**src/rtl/dfc_pkg.sv**
```systemverilog
package dfc_pkg;
    typedef enum logic [1:0] {
        OP_NONE    = 2'b00,
        OP_RESET   = 2'b01,
        OP_ADD_IN  = 2'b10,
        OP_ADD_OUT = 2'b11
    } dfc_op_e;
endpackage

```
**src/rtl/dfc_in_track.sv**
```systemverilog
module dfc_in_track #(
    parameter int IW = 12,
    parameter int HI = 1024,
    parameter int LO = -1023
) (
    input  logic                 clk,
    input  logic                 rst_n,
    input  logic                 clr,
    input  logic                 add_en,
    input  logic [IW-1:0]        add_val,
    input  logic                 dec_req,
    output logic [IW-1:0]        level_o,
    output logic                 armed_o,
    output logic                 full_o,
    output logic                 oob_o
);
    localparam int SW = IW + 2;
    localparam logic signed [SW-1:0] HI_W = SW'(HI);
    localparam logic signed [SW-1:0] LO_W = SW'(LO);

    typedef struct packed {
        logic [IW-1:0] lvl;
        logic          armed;
        logic          full;
    } in_st_t;

    in_st_t st_d, st_q;
    logic signed [SW-1:0] sum_w, nxt_w, cur_w, add_w;
    logic dec;

    always_comb begin
        dec   = dec_req & st_q.armed;
        cur_w = {{2{st_q.lvl[IW-1]}}, st_q.lvl};
        add_w = add_en ? {{2{add_val[IW-1]}}, add_val} : '0;
        sum_w = cur_w + add_w;
        nxt_w = sum_w - {{(SW-1){1'b0}}, dec};
        st_d  = st_q;
        oob_o = 1'b0;
        if (clr) begin
            st_d.lvl   = '1;
            st_d.armed = 1'b0;
            st_d.full  = 1'b0;
        end else begin
            st_d.lvl = nxt_w[IW-1:0];
            if (add_en) st_d.armed = 1'b1;
            if (dec && sum_w == '0)
                st_d.full = 1'b1;
            else if (add_en && !nxt_w[SW-1])
                st_d.full = 1'b0;
            oob_o = (nxt_w > HI_W) || (nxt_w < LO_W);
        end
    end

    always_ff @(posedge clk or negedge rst_n) begin
        if (!rst_n) begin
            st_q.lvl   <= '1;
            st_q.armed <= 1'b0;
            st_q.full  <= 1'b0;
        end else begin
            st_q <= st_d;
        end
    end

    assign level_o = st_q.lvl;
    assign armed_o = st_q.armed;
    assign full_o  = st_q.full;

    // a lone accepted decrement from zero raises the full flag
    a_r4_full_on_wrap: assert property (@(posedge clk) disable iff (!rst_n)
        (!clr && !add_en && dec_req && armed_o && level_o == '0) |=> full_o);

    // a disarmed counter ignores strobes
    a_r3_idle_holds: assert property (@(posedge clk) disable iff (!rst_n)
        (!clr && !add_en && !armed_o) |=> ($stable(level_o) && !armed_o));

    // reset command restores initial state
    a_r9_clear_restores: assert property (@(posedge clk) disable iff (!rst_n)
        clr |=> (level_o == '1 && !armed_o && !full_o));
endmodule

```
**src/rtl/dfc_out_track.sv**
```systemverilog
module dfc_out_track #(
    parameter int OW   = 11,
    parameter int OMAX = 1024
) (
    input  logic          clk,
    input  logic          rst_n,
    input  logic          clr,
    input  logic          arm,
    input  logic          add_en,
    input  logic [OW-1:0] add_val,
    input  logic          dec_req,
    output logic [OW-1:0] level_o,
    output logic          en_o,
    output logic          empty_o,
    output logic          oob_o
);
    localparam int SW = OW + 2;
    localparam logic [SW-1:0] MAX_W = SW'(OMAX);
    localparam logic [SW-1:0] ONE_W = SW'(1);

    typedef struct packed {
        logic [OW-1:0] lvl;
        logic          empty;
    } out_st_t;

    out_st_t st_d, st_q;
    logic [SW-1:0] sum_w, nxt_w;
    logic dec;

    assign en_o = arm && (st_q.lvl != '0);

    always_comb begin
        dec   = dec_req & en_o;
        sum_w = {2'b00, st_q.lvl} + (add_en ? {2'b00, add_val} : '0);
        nxt_w = sum_w - {{(SW-1){1'b0}}, dec};
        st_d  = st_q;
        oob_o = 1'b0;
        if (clr) begin
            st_d.lvl   = '0;
            st_d.empty = 1'b0;
        end else begin
            st_d.lvl = nxt_w[OW-1:0];
            if (dec && sum_w == ONE_W)
                st_d.empty = 1'b1;
            else if (add_en && nxt_w != '0)
                st_d.empty = 1'b0;
            oob_o = nxt_w > MAX_W;
        end
    end

    always_ff @(posedge clk or negedge rst_n) begin
        if (!rst_n) begin
            st_q.lvl   <= '0;
            st_q.empty <= 1'b0;
        end else begin
            st_q <= st_d;
        end
    end

    assign level_o = st_q.lvl;
    assign empty_o = st_q.empty;

    // no output service before the input side is armed
    a_r6_no_out_unarmed: assert property (@(posedge clk) disable iff (!rst_n)
        !arm |-> !en_o);

    // counter halts at zero without new credit
    a_r7_halt_at_zero: assert property (@(posedge clk) disable iff (!rst_n)
        (!clr && !add_en && level_o == '0) |=> level_o == '0);

    // last sample raises empty
    a_r7_empty_on_last: assert property (@(posedge clk) disable iff (!rst_n)
        (!clr && !add_en && en_o && dec_req && level_o == OW'(1)) |=> (empty_o && !en_o));
endmodule

```
**src/rtl/dma_flow_ctl.sv**
```systemverilog
module dma_flow_ctl #(
    parameter int IN_W    = 12,
    parameter int OUT_W   = 11,
    parameter int IN_HI   = 1024,
    parameter int IN_LO   = -1023,
    parameter int OUT_MAX = 1024
) (
    input  logic             clk,
    input  logic             rst_n,
    input  logic [1:0]       cmd_op,
    input  logic [IN_W-1:0]  cmd_arg,
    input  logic             in_strobe,
    input  logic             out_strobe,
    output logic             in_en,
    output logic             out_en,
    output logic             in_full_irq,
    output logic             out_empty_irq,
    output logic             range_err,
    output logic [IN_W-1:0]  in_level,
    output logic [OUT_W-1:0] out_level
);
    import dfc_pkg::*;

    typedef struct packed {
        logic err;
    } top_st_t;

    top_st_t st_d, st_q;
    logic do_clr, do_add_in, do_add_out;
    logic in_oob, out_oob, armed, full_raw;

    always_comb begin
        do_clr     = cmd_op == OP_RESET;
        do_add_in  = cmd_op == OP_ADD_IN;
        do_add_out = cmd_op == OP_ADD_OUT;
    end

    dfc_in_track #(.IW(IN_W), .HI(IN_HI), .LO(IN_LO)) u_in (
        .clk     (clk),
        .rst_n   (rst_n),
        .clr     (do_clr),
        .add_en  (do_add_in),
        .add_val (cmd_arg),
        .dec_req (in_strobe),
        .level_o (in_level),
        .armed_o (armed),
        .full_o  (full_raw),
        .oob_o   (in_oob)
    );

    dfc_out_track #(.OW(OUT_W), .OMAX(OUT_MAX)) u_out (
        .clk     (clk),
        .rst_n   (rst_n),
        .clr     (do_clr),
        .arm     (armed),
        .add_en  (do_add_out),
        .add_val (cmd_arg[OUT_W-1:0]),
        .dec_req (out_strobe),
        .level_o (out_level),
        .en_o    (out_en),
        .empty_o (out_empty_irq),
        .oob_o   (out_oob)
    );

    always_comb begin
        st_d = st_q;
        if (do_clr)
            st_d.err = 1'b0;
        else if (in_oob || out_oob)
            st_d.err = 1'b1;
    end

    always_ff @(posedge clk or negedge rst_n) begin
        if (!rst_n) st_q.err <= 1'b0;
        else        st_q     <= st_d;
    end

    assign range_err   = st_q.err;
    assign in_en       = armed;
    assign in_full_irq = full_raw & ~st_q.err;

    // error is sticky until a reset command
    a_r10_err_sticky: assert property (@(posedge clk) disable iff (!rst_n)
        (range_err && cmd_op != OP_RESET) |=> range_err);

    // full interrupt masked while in error
    a_r10_full_masked: assert property (@(posedge clk) disable iff (!rst_n)
        range_err |-> !in_full_irq);

    // output enable implies armed input side
    a_r6_out_needs_arm: assert property (@(posedge clk) disable iff (!rst_n)
        out_en |-> in_en);
endmodule

```
**config.mk**
```make
export PLATFORM = sky130hd
export DESIGN_NAME = dma_flow_ctl
export DESIGN_NICKNAME = d
export VERILOG_FILES = /design/src/rtl/dfc_pkg.sv /design/src/rtl/dfc_in_track.sv /design/src/rtl/dfc_out_track.sv /design/src/rtl/dma_flow_ctl.sv
export SDC_FILE = /design/constraint.sdc
export NUM_CORES = 1
export LEC_CHECK = 0
export BUFFER_PORTS_ARGS = -buffer_cell sky130_fd_sc_hd__buf_2
export CAP_MARGIN = 25
export CORE_MARGIN = 3
export CORE_UTILIZATION = 40
export CTS_BUF_LIST = sky130_fd_sc_hd__clkbuf_16
export DETAILED_ROUTE_END_ITERATION = 12
export PLACE_DENSITY = 0.6
export SLEW_MARGIN = 20
export SYNTH_ARGS = -nofsm -noshare
export SYNTH_HDL_FRONTEND = slang
export SYNTH_HIERARCHICAL = 1
export SYNTH_SLANG_ARGS = --single-unit
```
**constraint.sdc**
```tcl
create_clock -name clk -period 4.2 [get_ports clk]
set_input_delay 0.42 -clock clk [delete_from_list [all_inputs] [get_ports clk]]
set_output_delay 0.42 -clock clk [all_outputs]
set_load 0.02 [all_outputs]
```
==> impl_metrics.env, run 1 <==
export IMPL_critPathRequiredTime_ps=4330
export IMPL_highest_layer="met4"
export IMPL_placed_area_um2=3430
export IMPL_edff_count_synth=0
export IMPL_post_drt_via_cell_ratio=5.60
export IMPL_max_slew_worst_pin_slew_ps=663
export IMPL_gr_usage_all_layers_pct=18.3
export IMPL_tritoncts="built"
export IMPL_detailedRoute_firstPassIterationCount=4
export IMPL_critical_path_endpoint_type="flop"
export IMPL_timing_hold_worst_class="input port to asynchronous set/reset pin"
export IMPL_final_setup_worst_slack_ps=440
export IMPL_timing_worst_setup_path_type="input port to flop"
export IMPL_ios=46
export IMPL_report_final_slew_viol_count=0
export IMPL_rsz_0062_raised_after_global_routing="false"
export IMPL_holdBufCountCts=0
export IMPL_ys_dominant_reg_cell="dfrtp_1"
export IMPL_grt_pass1_vias=2759
export IMPL_grt_first_pass_wirelength_um=13100
export IMPL_drt_wl_total_um=8020
export IMPL_cp_start_kind="input port"
export IMPL_initial_utilization_pct=42.1
export IMPL_final_cell_area_um2=3510
export IMPL_max_slew_margin_rel_pct=55.7
export IMPL_final_util_pct=47.6
export IMPL_synth_warnings=6
export IMPL_overflow_left_after_global_routing=0
export IMPL_final_hold_viol_count=0
export IMPL_routabilityCongestion=0.880
export IMPL_postSynthCellCount=360
export IMPL_total_nets_after_synthesis=407
export IMPL_clkTransAtPathRegs_ps=70
export IMPL_detailed_place_hpwl_um=6410
export IMPL_die_area_um2=8840
export IMPL_route_met2_wl_um=4200
export IMPL_fin_crit_ps=3760
export IMPL_layout_filler_cells=745
export IMPL_critical_path_max_stage_delay_ps=530
export IMPL_cts_htree_levels=1
export IMPL_grt_antenna_before_repair=0
export IMPL_max_cap_violations=0
export IMPL_ys_seq_elements=27
export IMPL_layout_area_overhead_vs_synth_pct=13.2
export IMPL_die_w_um=94.0
export IMPL_cts_made_buffers=3
export IMPL_layout_worst_path_cycle_share_pct=89.5
export IMPL_num_nets_final=451
export IMPL_cts_root_buffer_cell="clkbuf_16"
export IMPL_met3_length_um=221
export IMPL_grt_max_degree=32
export IMPL_floorplan_rows=31
export IMPL_crit_chain="buf_2 -> nor2b_1 -> buf_4 -> and2_1 -> ha_1 -> fa_1 -> xnor2_1 -> nand3_1 -> xnor3_1 -> or4_1 -> nor4b_4 -> o31ai_2 -> a211oi_1 -> a311oi_1 -> nor3_2 -> nor2_2"
export IMPL_first_iter_violations=110
export IMPL_worst_endpoint_arrival_ps=3890
export IMPL_postSynth_asyncResetShare_pct=100
export IMPL_buf_inv_stages_crit_path=2
export IMPL_run_status="finished, final reports clean"
export IMPL_met1_length_um=3560
export IMPL_placement_setup_worst_slack_ps=192
export IMPL_detail_route_drc_violations=0
export IMPL_buffer_ports_inserted=45
export IMPL_clk_latency_ps=270
export IMPL_drt_wirelength_per_cell_um=16.0
export IMPL_total_power_mw=2.24
export IMPL_post_synth_cell_area_avg_um2=8.61
export IMPL_ir_drop_uv=297
export IMPL_setup_viol=0
export IMPL_post_synth_instance_area_um2=3100
export IMPL_p_leak_nw=1.57
export IMPL_worst_path_max_fanout=14
export IMPL_finalSetupTns_ps=0
export IMPL_critical_path_slowest_cell="or4_1"
export IMPL_core_um2=7370
export IMPL_die_height_um=94.0
export IMPL_diodes=0
export IMPL_number_of_antenna_violating_nets_in_the_routed_design=0
export IMPL_cts_resized=0
export IMPL_netlist_cell_type_count=76
export IMPL_pwr_density_cell_nw_per_um2=639
export IMPL_post_cts_setup_repair_bufs=0
export IMPL_critical_path_top_delay_family="simple AND/OR/NAND/NOR gates"
export IMPL_synth_yosys_seq_area_share_pct=22.3
export IMPL_layout_drive_gt1_share_pct=23.6
export IMPL_cts_num_sinks=27
export IMPL_max_clock_path_buffers=2
export IMPL_fin_worst_skew_ps=5.70
export IMPL_fmax_mhz=266
export IMPL_dr_total_vias=2809
-- layout by cell type (no fill, tap or decap), types with 5 or more instances in the layout --
master,Yosys,routed
o211ai_1,5,5
dfrtp_1,15,15
buf_2,3,45
and2_1,28,28
nand3_1,13,13
nand2_1,15,15
dfstp_2,12,12
nor3_1,9,9
nor2_1,20,20
a21oi_1,20,20
xnor2_1,19,19
buf_4,0,6
xor2_1,9,9
nand2b_1,12,12
ha_1,27,27
a21o_1,10,10
nor4_1,8,8
o21ai_0,15,15
nor2b_1,5,5
inv_1,16,16
nand4_1,5,5
-- through the flow --
step / std cells / hold WS, ps
final: 502 / 179
after global routing: 502 / 216
after detailed placement: 498 / 494
after CTS: 502 / 207
after floorplan: 360 / 124
after global placement: 498 / 489
-- sequential cells by signal (all words and copies together) (netlist names) --
register / count
u_out/level_o: 11
range_err: 1
u_in/level_o: 12
u_in/armed_o: 1
u_in/full_o: 1
u_out/empty_o: 1
-- where the power goes --
| group | switching, mW | total (mW) | internal, mW |
|---|---|---|---|
| Combinational | 0.931 | 1.54 | 0.611 |
| Clock | 0.0949 | 0.224 | 0.129 |
| Sequential | 0.0846 | 0.480 | 0.395 |
-- cells in the mapped netlist, types with 3 or more instances --
library cell	count	area share, %
and2_1	28	5.6
ha_1	27	11
a21oi_1	20	3.2
nor2_1	20	2.4
xnor2_1	19	5.4
inv_1	16	1.9
dfrtp_1	15	12
nand2_1	15	1.8
o21ai_0	15	2.4
nand3_1	13	2.1
dfstp_2	12	10
nand2b_1	12	2.4
a21o_1	10	2.4
nor3_1	9	1.5
xor2_1	9	2.5
nor4_1	8	1.6
clkbuf_1	7	0.85
nand4_1	5	1.0
nor2b_1	5	1.0
o211ai_1	5	1.2
a31oi_1	4	0.81
or3b_2	4	1.1
a211oi_1	3	0.73
and4_1	3	0.85
buf_2	3	0.48
nand3b_1	3	0.73
or2_2	3	0.61
or2b_1	3	0.73
or3_1	3	0.61
-- area by class of cell --
cell class | count | area (µm²) | area share (%)
multi-input combinational | 305 | 2290 | 65.1
clock buffer | 3 | 75.1 | 2.14
inverter | 16 | 60.1 | 1.71
sequential | 27 | 691 | 19.7
timing repair buffer | 51 | 270 | 7.70
clock inverter | 1 | 5.00 | 0.143
tap | 99 | 124 | 3.53
-- logic make-up after synthesis --
kind of cell	share of synthesized area [%]
and+or+nand+nor	29.9
AOI/OAI and AO/OA	22.6
xor gates and xnor gates	8.64
adders and majority gates	12.2
buffers and inverters	4.00
DFF	22.3
muxes	0.323
-- per-layer routing --
layer	GRT usage [%]	vias up
met2	34.5	36
met5	0	-
met4	3.25	0
li1	-	1409
met1	22.9	1360
met3	1.36	4
-- worst register-to-register path, delay by kind of cell (launching register included) --
kind	cells	cell delay [ps]
fa+ha+maj	1	300
flops	1	560
compound gates	5	1230
xor+xnor	1	220
simple gates	4	1080
-- worst paths after layout --
kind	startpoint	endpoint	slack (ps)	cells past startpoint
max in group asynchronous	rst_n	u_out/level_o[6]	3600	1
setup / recovery	cmd_op[1]	range_err	440	16
hold / removal	rst_n	u_in/full_o	180	1
hold reg to reg	range_err	range_err	540	2
setup reg to reg	u_in/level_o[4]	range_err	750	11
min in group clk	range_err	range_err	540	2
Power figures use the tool's default switching activity.
==> run 2, diff against run 1 <==
ABC_AREA = 1   (was not set)
CORE_MARGIN = not set   (was 3)
==> impl_metrics.env, run 2 <==
export IMPL_most_common_cell_after_layout_fill_and_taps_aside="nand2_1"
export IMPL_p_clk_share_pct=8.5
export IMPL_critical_path_endpoint_type="flop"
export IMPL_netlist_top_cells_count="nand2_1 (179), inv_1 (94), nand3_1 (61)"
export IMPL_rsz_0062_raised_after_global_routing="false"
export IMPL_internal_power_mw=1.12
export IMPL_gr_usage_all_layers_pct=21.3
export IMPL_drt_wl_total_um=9020
export IMPL_cts_made_buffers=3
export IMPL_tritoncts="built"
export IMPL_die_area_um2=9060
export IMPL_max_cap_violations=0
export IMPL_multi_input_area_um2=2370
export IMPL_edff_count_synth=0
export IMPL_placed_area_um2=3820
export IMPL_fin_worst_skew_ps=1.46
export IMPL_finalSetupTns_ps=0
export IMPL_fin_crit_ps=3110
export IMPL_postSynth_asyncResetShare_pct=100
export IMPL_layout_worst_path_cycle_share_pct=74.0
export IMPL_yosys_mux_area_fraction_pct=0
export IMPL_layout_filler_cells=908
export IMPL_holdBufCountCts=0
export IMPL_final_cell_area_um2=3900
export IMPL_detailedRoute_firstPassIterationCount=5
export IMPL_cts_resized=0
export IMPL_layout_area_overhead_vs_synth_pct=12.3
export IMPL_synthSimpleGateAreaFrac_pct=50.2
export IMPL_grt_antenna_before_repair=0
export IMPL_fmax_mhz=322
export IMPL_timing_hold_worst_class="input port to asynchronous set/reset pin"
export IMPL_netlist_area_leader_share_pct=19.3
export IMPL_first_iter_violations=157
export IMPL_yosysMostFrequentCell="nand2_1"
export IMPL_setup_viol=0
export IMPL_timing_rr_start="u_out/level_o[8]"
export IMPL_num_nets_final=661
export IMPL_cts_num_sinks=27
export IMPL_drt_wirelength_per_cell_um=12.6
export IMPL_pwr_density_cell_nw_per_um2=645
export IMPL_detail_route_drc_violations=0
export IMPL_p_sw_share_pct=55.6
export IMPL_register_area_um2=691
export IMPL_cell_type_with_the_largest_total_area_after_synthesis="nand2_1"
export IMPL_grt_first_pass_wirelength_um=15200
export IMPL_placement_setup_worst_slack_ps=849
export IMPL_cp_start_kind="input port"
export IMPL_post_synth_cell_area_avg_um2=6.13
export IMPL_routabilityCongestion=0.895
export IMPL_synth_fa_ha_area_share_pct=10.9
export IMPL_clkTransAtPathRegs_ps=70
export IMPL_power_frac_seq_pct=19.9
export IMPL_clk_latency_ps=260
export IMPL_synth_top_family_by_area="simple AND/OR/NAND/NOR gates"
export IMPL_initial_utilization_pct=41.9
export IMPL_max_slew_worst_pin_slew_ps=860
export IMPL_max_clock_path_buffers=2
export IMPL_final_hold_viol_count=0
export IMPL_buffer_ports_inserted=45
export IMPL_post_synth_instance_area_um2=3470
export IMPL_number_of_antenna_violating_nets_in_the_routed_design=0
export IMPL_total_nets_after_synthesis=614
export IMPL_diodes=0
export IMPL_number_of_flip_flops_under_the_largest_register_name=12
export IMPL_overflow_left_after_global_routing=0
export IMPL_layout_common_cells="nand2_1 (179), inv_1 (95), nand3_1 (61)"
export IMPL_detailed_place_hpwl_um=7690
export IMPL_ir_drop_uv=283
export IMPL_grt_max_degree=28
export IMPL_layout_drive_gt1_share_pct=21.5
export IMPL_synth_compound_gate_area_share_pct=6.27
export IMPL_die_w_um=95.2
export IMPL_max_slew_margin_rel_pct=42.6
export IMPL_cts_root_buffer_cell="clkbuf_16"
export IMPL_final_setup_worst_slack_ps=1090
export IMPL_critPathLaunch="cmd_op[1]"
export IMPL_worst_path_max_fanout=12
export IMPL_run_status="finished, final reports clean"
export IMPL_core_um2=8300
export IMPL_critPathRequiredTime_ps=4300
export IMPL_netlist_cell_type_count=33
export IMPL_die_height_um=95.2
export IMPL_post_cts_setup_repair_bufs=0
export IMPL_comb_power_share_pct=71.6
export IMPL_postSynthCellCount=567
export IMPL_floorplan_rows=33
export IMPL_synth_warnings=6
export IMPL_cts_htree_levels=1
export IMPL_p_leak_nw=2.30
export IMPL_total_switching_power_mw=1.40
export IMPL_post_drt_via_cell_ratio=4.99
export IMPL_ys_dominant_reg_cell="dfrtp_1"
export IMPL_timing_worst_setup_path_type="input port to flop"
export IMPL_worst_endpoint_arrival_ps=3210
export IMPL_report_final_slew_viol_count=0
export IMPL_dr_total_vias=3581
export IMPL_synth_xor_xnor_area_share_pct=1.01
export IMPL_ios=46
export IMPL_grt_pass1_vias=3297
export IMPL_synth_yosys_seq_area_share_pct=19.9
export IMPL_post_synth_main_area_contributors="nand2_1 (19%), dfrtp_1 (11%), inv_1 (10%), ha_1 (9.7%), dfstp_2 (9.1%)"
export IMPL_ys_seq_elements=27
==> run 2: cell type report <==
| cell class | count | share of cell area [%] |
|---|---|---|
| Timing Repair Buffer | 46 | 5.96 |
| Sequential cell | 27 | 17.7 |
| Inverter | 105 | 10.1 |
| Multi-Input combinational cell | 431 | 60.9 |
| Tap cell | 105 | 3.37 |
| Clock inverter | 1 | 0.0962 |
| Clock buffer | 3 | 1.92 |
==> run 2: path summary, 6_finish.rpt <==
kind	end	slack, ps	cells after the start
setup / recovery	range_err	1090	21
hold / removal	u_in/full_o	180	1
setup reg to reg	range_err	1260	17
hold reg to reg	u_in/full_o	540	2
max in group asynchronous	u_out/level_o[2]	3600	1
min in group clk	u_in/full_o	540	2
==> run 2: worst max-delay path, cell delays in order <==
cell and delay, ps:
buf_2 100, nand2_1 50, inv_1 280, nand2_1 100
inv_1 70, ha_1 200, inv_1 70, fa_1 530
ha_1 200, nand3b_1 140, nand2_1 60, nor2_1 100
nand3_1 90, nor2_1 110, nand2_1 70, nor2_1 90
nand3_1 130, o21ai_1 140, o21ai_1 70, nor2_1 130
a21oi_1 70
==> run 2: through the flow <==
step	total power [mW]	hold slack, ps	std cells	utilization [%]
floorplan	1.87	124	567	-
global placement	2.28	481	714	46.1
detailed placement	2.29	483	714	46.1
CTS	2.53	197	718	47.0
global route	2.78	225	718	47.0
finish	2.52	183	718	47.0
==> run 2: power by group through the flow <==
stage | Clock (mW) | Combinational (mW) | Sequential [mW]
after floorplan | 0 | 1.25 | 0.617
after global placement | 0 | 1.78 | 0.507
after detailed placement | 0 | 1.79 | 0.509
after CTS | 0.226 | 1.80 | 0.505
after global routing | 0.234 | 2.03 | 0.517
final | 0.215 | 1.80 | 0.500
==> run 2: kinds of logic after synthesis <==
group	Yosys count
simple gates	360
flops	27
xor+xnor	4
compound gates	38
fa+ha+maj	29
buf+inv	109
==> run 2: routing by layer <==
| metal | track usage [%] | routed length, µm |
|---|---|---|
| met1 | 29.0 | 4330 |
| met5 | 0 | 0 |
| met2 | 37.6 | 4290 |
| met3 | 2.31 | 380 |
| met4 | 1.52 | 21 |
==> run 3, diff against run 2 <==
clock period = 2.9 ns   (was 4.2 ns; I/O delays follow)
==> impl_metrics.env, run 3 (same netlist as run 2, synthesis figures left out) <==
export IMPL_run_status="finished, final reports clean"
export IMPL_detailedRoute_firstPassIterationCount=4
export IMPL_max_clock_path_buffers=2
export IMPL_cts_made_buffers=3
export IMPL_layout_worst_path_cycle_share_pct=97.0
export IMPL_internal_power_mw=2.13
export IMPL_final_setup_worst_slack_ps=86.8
export IMPL_grt_first_pass_wirelength_um=17000
export IMPL_core_um2=8300
export IMPL_fin_worst_skew_ps=5.04
export IMPL_layout_area_overhead_vs_synth_pct=32.1
export IMPL_rsz_0062_raised_after_global_routing="true"
export IMPL_post_drt_via_cell_ratio=4.90
export IMPL_max_slew_margin_rel_pct=54.9
export IMPL_clk_latency_ps=270
export IMPL_final_hold_worst_slack_ps=44.8
export IMPL_number_of_flip_flops_under_the_largest_register_name=12
export IMPL_clkTransAtPathRegs_ps=80
export IMPL_p_sw_share_pct=52.0
export IMPL_critPathRequiredTime_ps=3020
export IMPL_fmax_mhz=355
export IMPL_worst_endpoint_arrival_ps=2930
export IMPL_cts_htree_levels=1
export IMPL_buffer_ports_inserted=45
export IMPL_worst_path_max_fanout=3
export IMPL_setup_viol=0
export IMPL_diodes=0
export IMPL_detailed_place_hpwl_um=8430
export IMPL_die_area_um2=9060
export IMPL_drt_wirelength_per_cell_um=13.1
export IMPL_pwr_density_cell_nw_per_um2=964
export IMPL_grt_pass1_vias=3689
export IMPL_num_nets_final=731
export IMPL_layout_drive_gt1_share_pct=34.4
export IMPL_cts_root_buffer_cell="clkbuf_16"
export IMPL_detail_route_drc_violations=0
export IMPL_overflow_left_after_global_routing=0
export IMPL_most_common_cell_after_layout_fill_and_taps_aside="nand2_1"
export IMPL_report_final_slew_viol_count=0
export IMPL_initial_utilization_pct=41.9
export IMPL_timing_worst_setup_path_type="flop to flop"
export IMPL_gr_usage_all_layers_pct=24.0
export IMPL_max_cap_violations=0
export IMPL_final_hold_viol_count=0
export IMPL_max_slew_worst_pin_slew_ps=675
export IMPL_drt_wl_total_um=10300
export IMPL_total_switching_power_mw=2.30
export IMPL_floorplan_rows=33
export IMPL_dr_total_vias=3859
export IMPL_die_height_um=95.2
export IMPL_die_w_um=95.2
export IMPL_number_of_antenna_violating_nets_in_the_routed_design=0
export IMPL_power_frac_seq_pct=16.9
export IMPL_fin_crit_ps=2810
export IMPL_p_leak_nw=2.64
export IMPL_grt_max_degree=28
export IMPL_ir_drop_uv=501
export IMPL_timing_hold_worst_class="input port to asynchronous set/reset pin"
export IMPL_first_iter_violations=231
export IMPL_comb_power_share_pct=75.5
export IMPL_holdBufCountCts=0
export IMPL_finalSetupTns_ps=0
export IMPL_placement_setup_worst_slack_ps=-178
export IMPL_cts_num_sinks=27
export IMPL_critical_path_endpoint_type="flop"
export IMPL_ios=46
export IMPL_cp_start_kind="flop"
export IMPL_p_clk_share_pct=7.6
export IMPL_tritoncts="built"
export IMPL_routabilityCongestion=0.883
export IMPL_layout_common_cells="nand2_1 (173), inv_1 (88), buf_4 (69)"
export IMPL_grt_antenna_before_repair=0
## run 3: metal layers
layer  wire length [µm]  global-route usage [%]
met3                361                    2.31
met2               5010                    42.4
met5                  0                       0
met4                123                    4.80
met1               4820                    31.5
## run 3: stage by stage
stage / area, µm² / power [mW] / utilization (%) / std cells
2_1_floorplan: 3480 / 2.71 / - / 567
3_3_place_gp: 4300 / 3.82 / 51.8 / 777
3_5_place_dp: 4300 / 3.86 / 51.8 / 777
4_1_cts: 4380 / 4.23 / 52.8 / 781
5_1_grt: 4590 / 4.85 / 55.3 / 788
6_report: 4590 / 4.43 / 55.3 / 788
## run 3: cell type report
cell class,count,area (µm²)
clock inverter,1,5.00
fill,845,3710
inverter,105,397
multi-input combinational,431,2520
clock buffer,3,75.1
timing repair buffer,116,766
sequential,27,692
tap,105,131
## run 3: timing repair
action / CTS / global route
setup endpoints to repair: 1 / 3
pin swaps: 0 / 38
buffers inserted: 0 / 7
cloned: 0 / 0
resized for setup: 1 / 42
## run 3: path summary, 6_finish.rpt
kind	startpoint	endpoint	slack [ps]	cells past startpoint
worst min-delay path	rst_n	u_in/armed_o	40	1
min in group clk	in_strobe	u_in/level_o[0]	440	5
worst min register to register	u_out/empty_o	u_out/empty_o	500	2
max in group asynchronous	rst_n	u_out/level_o[1]	2400	1
worst max-delay path	u_in/level_o[0]	range_err	90	19
worst max register to register	u_in/level_o[0]	range_err	90	19
## run 3: critical path: stages (launching register included)
cell	delay, ps
dfstp_2	570
ha_4	140
fa_1	420
inv_2	100
buf_4	110
nand3_1	130
inv_2	110
nand2_2	90
nor2_4	130
nand3_1	80
nand2_1	90
nand2_1	70
nor2_2	100
nand3_2	100
nand2_1	80
nand2_1	40
nand2_1	70
a21oi_2	50
nor2_1	120
a21oi_1	70
## run 3: power groups by stage
stage                     logic (mW)  clock network [mW]  registers, mW
final                           3.34               0.335          0.750
after global routing            3.71               0.369          0.773
after CTS                       3.15               0.348          0.734
after detailed placement        3.12                   0          0.737
after global placement          3.09                   0          0.733
after floorplan                 1.82                   0          0.894
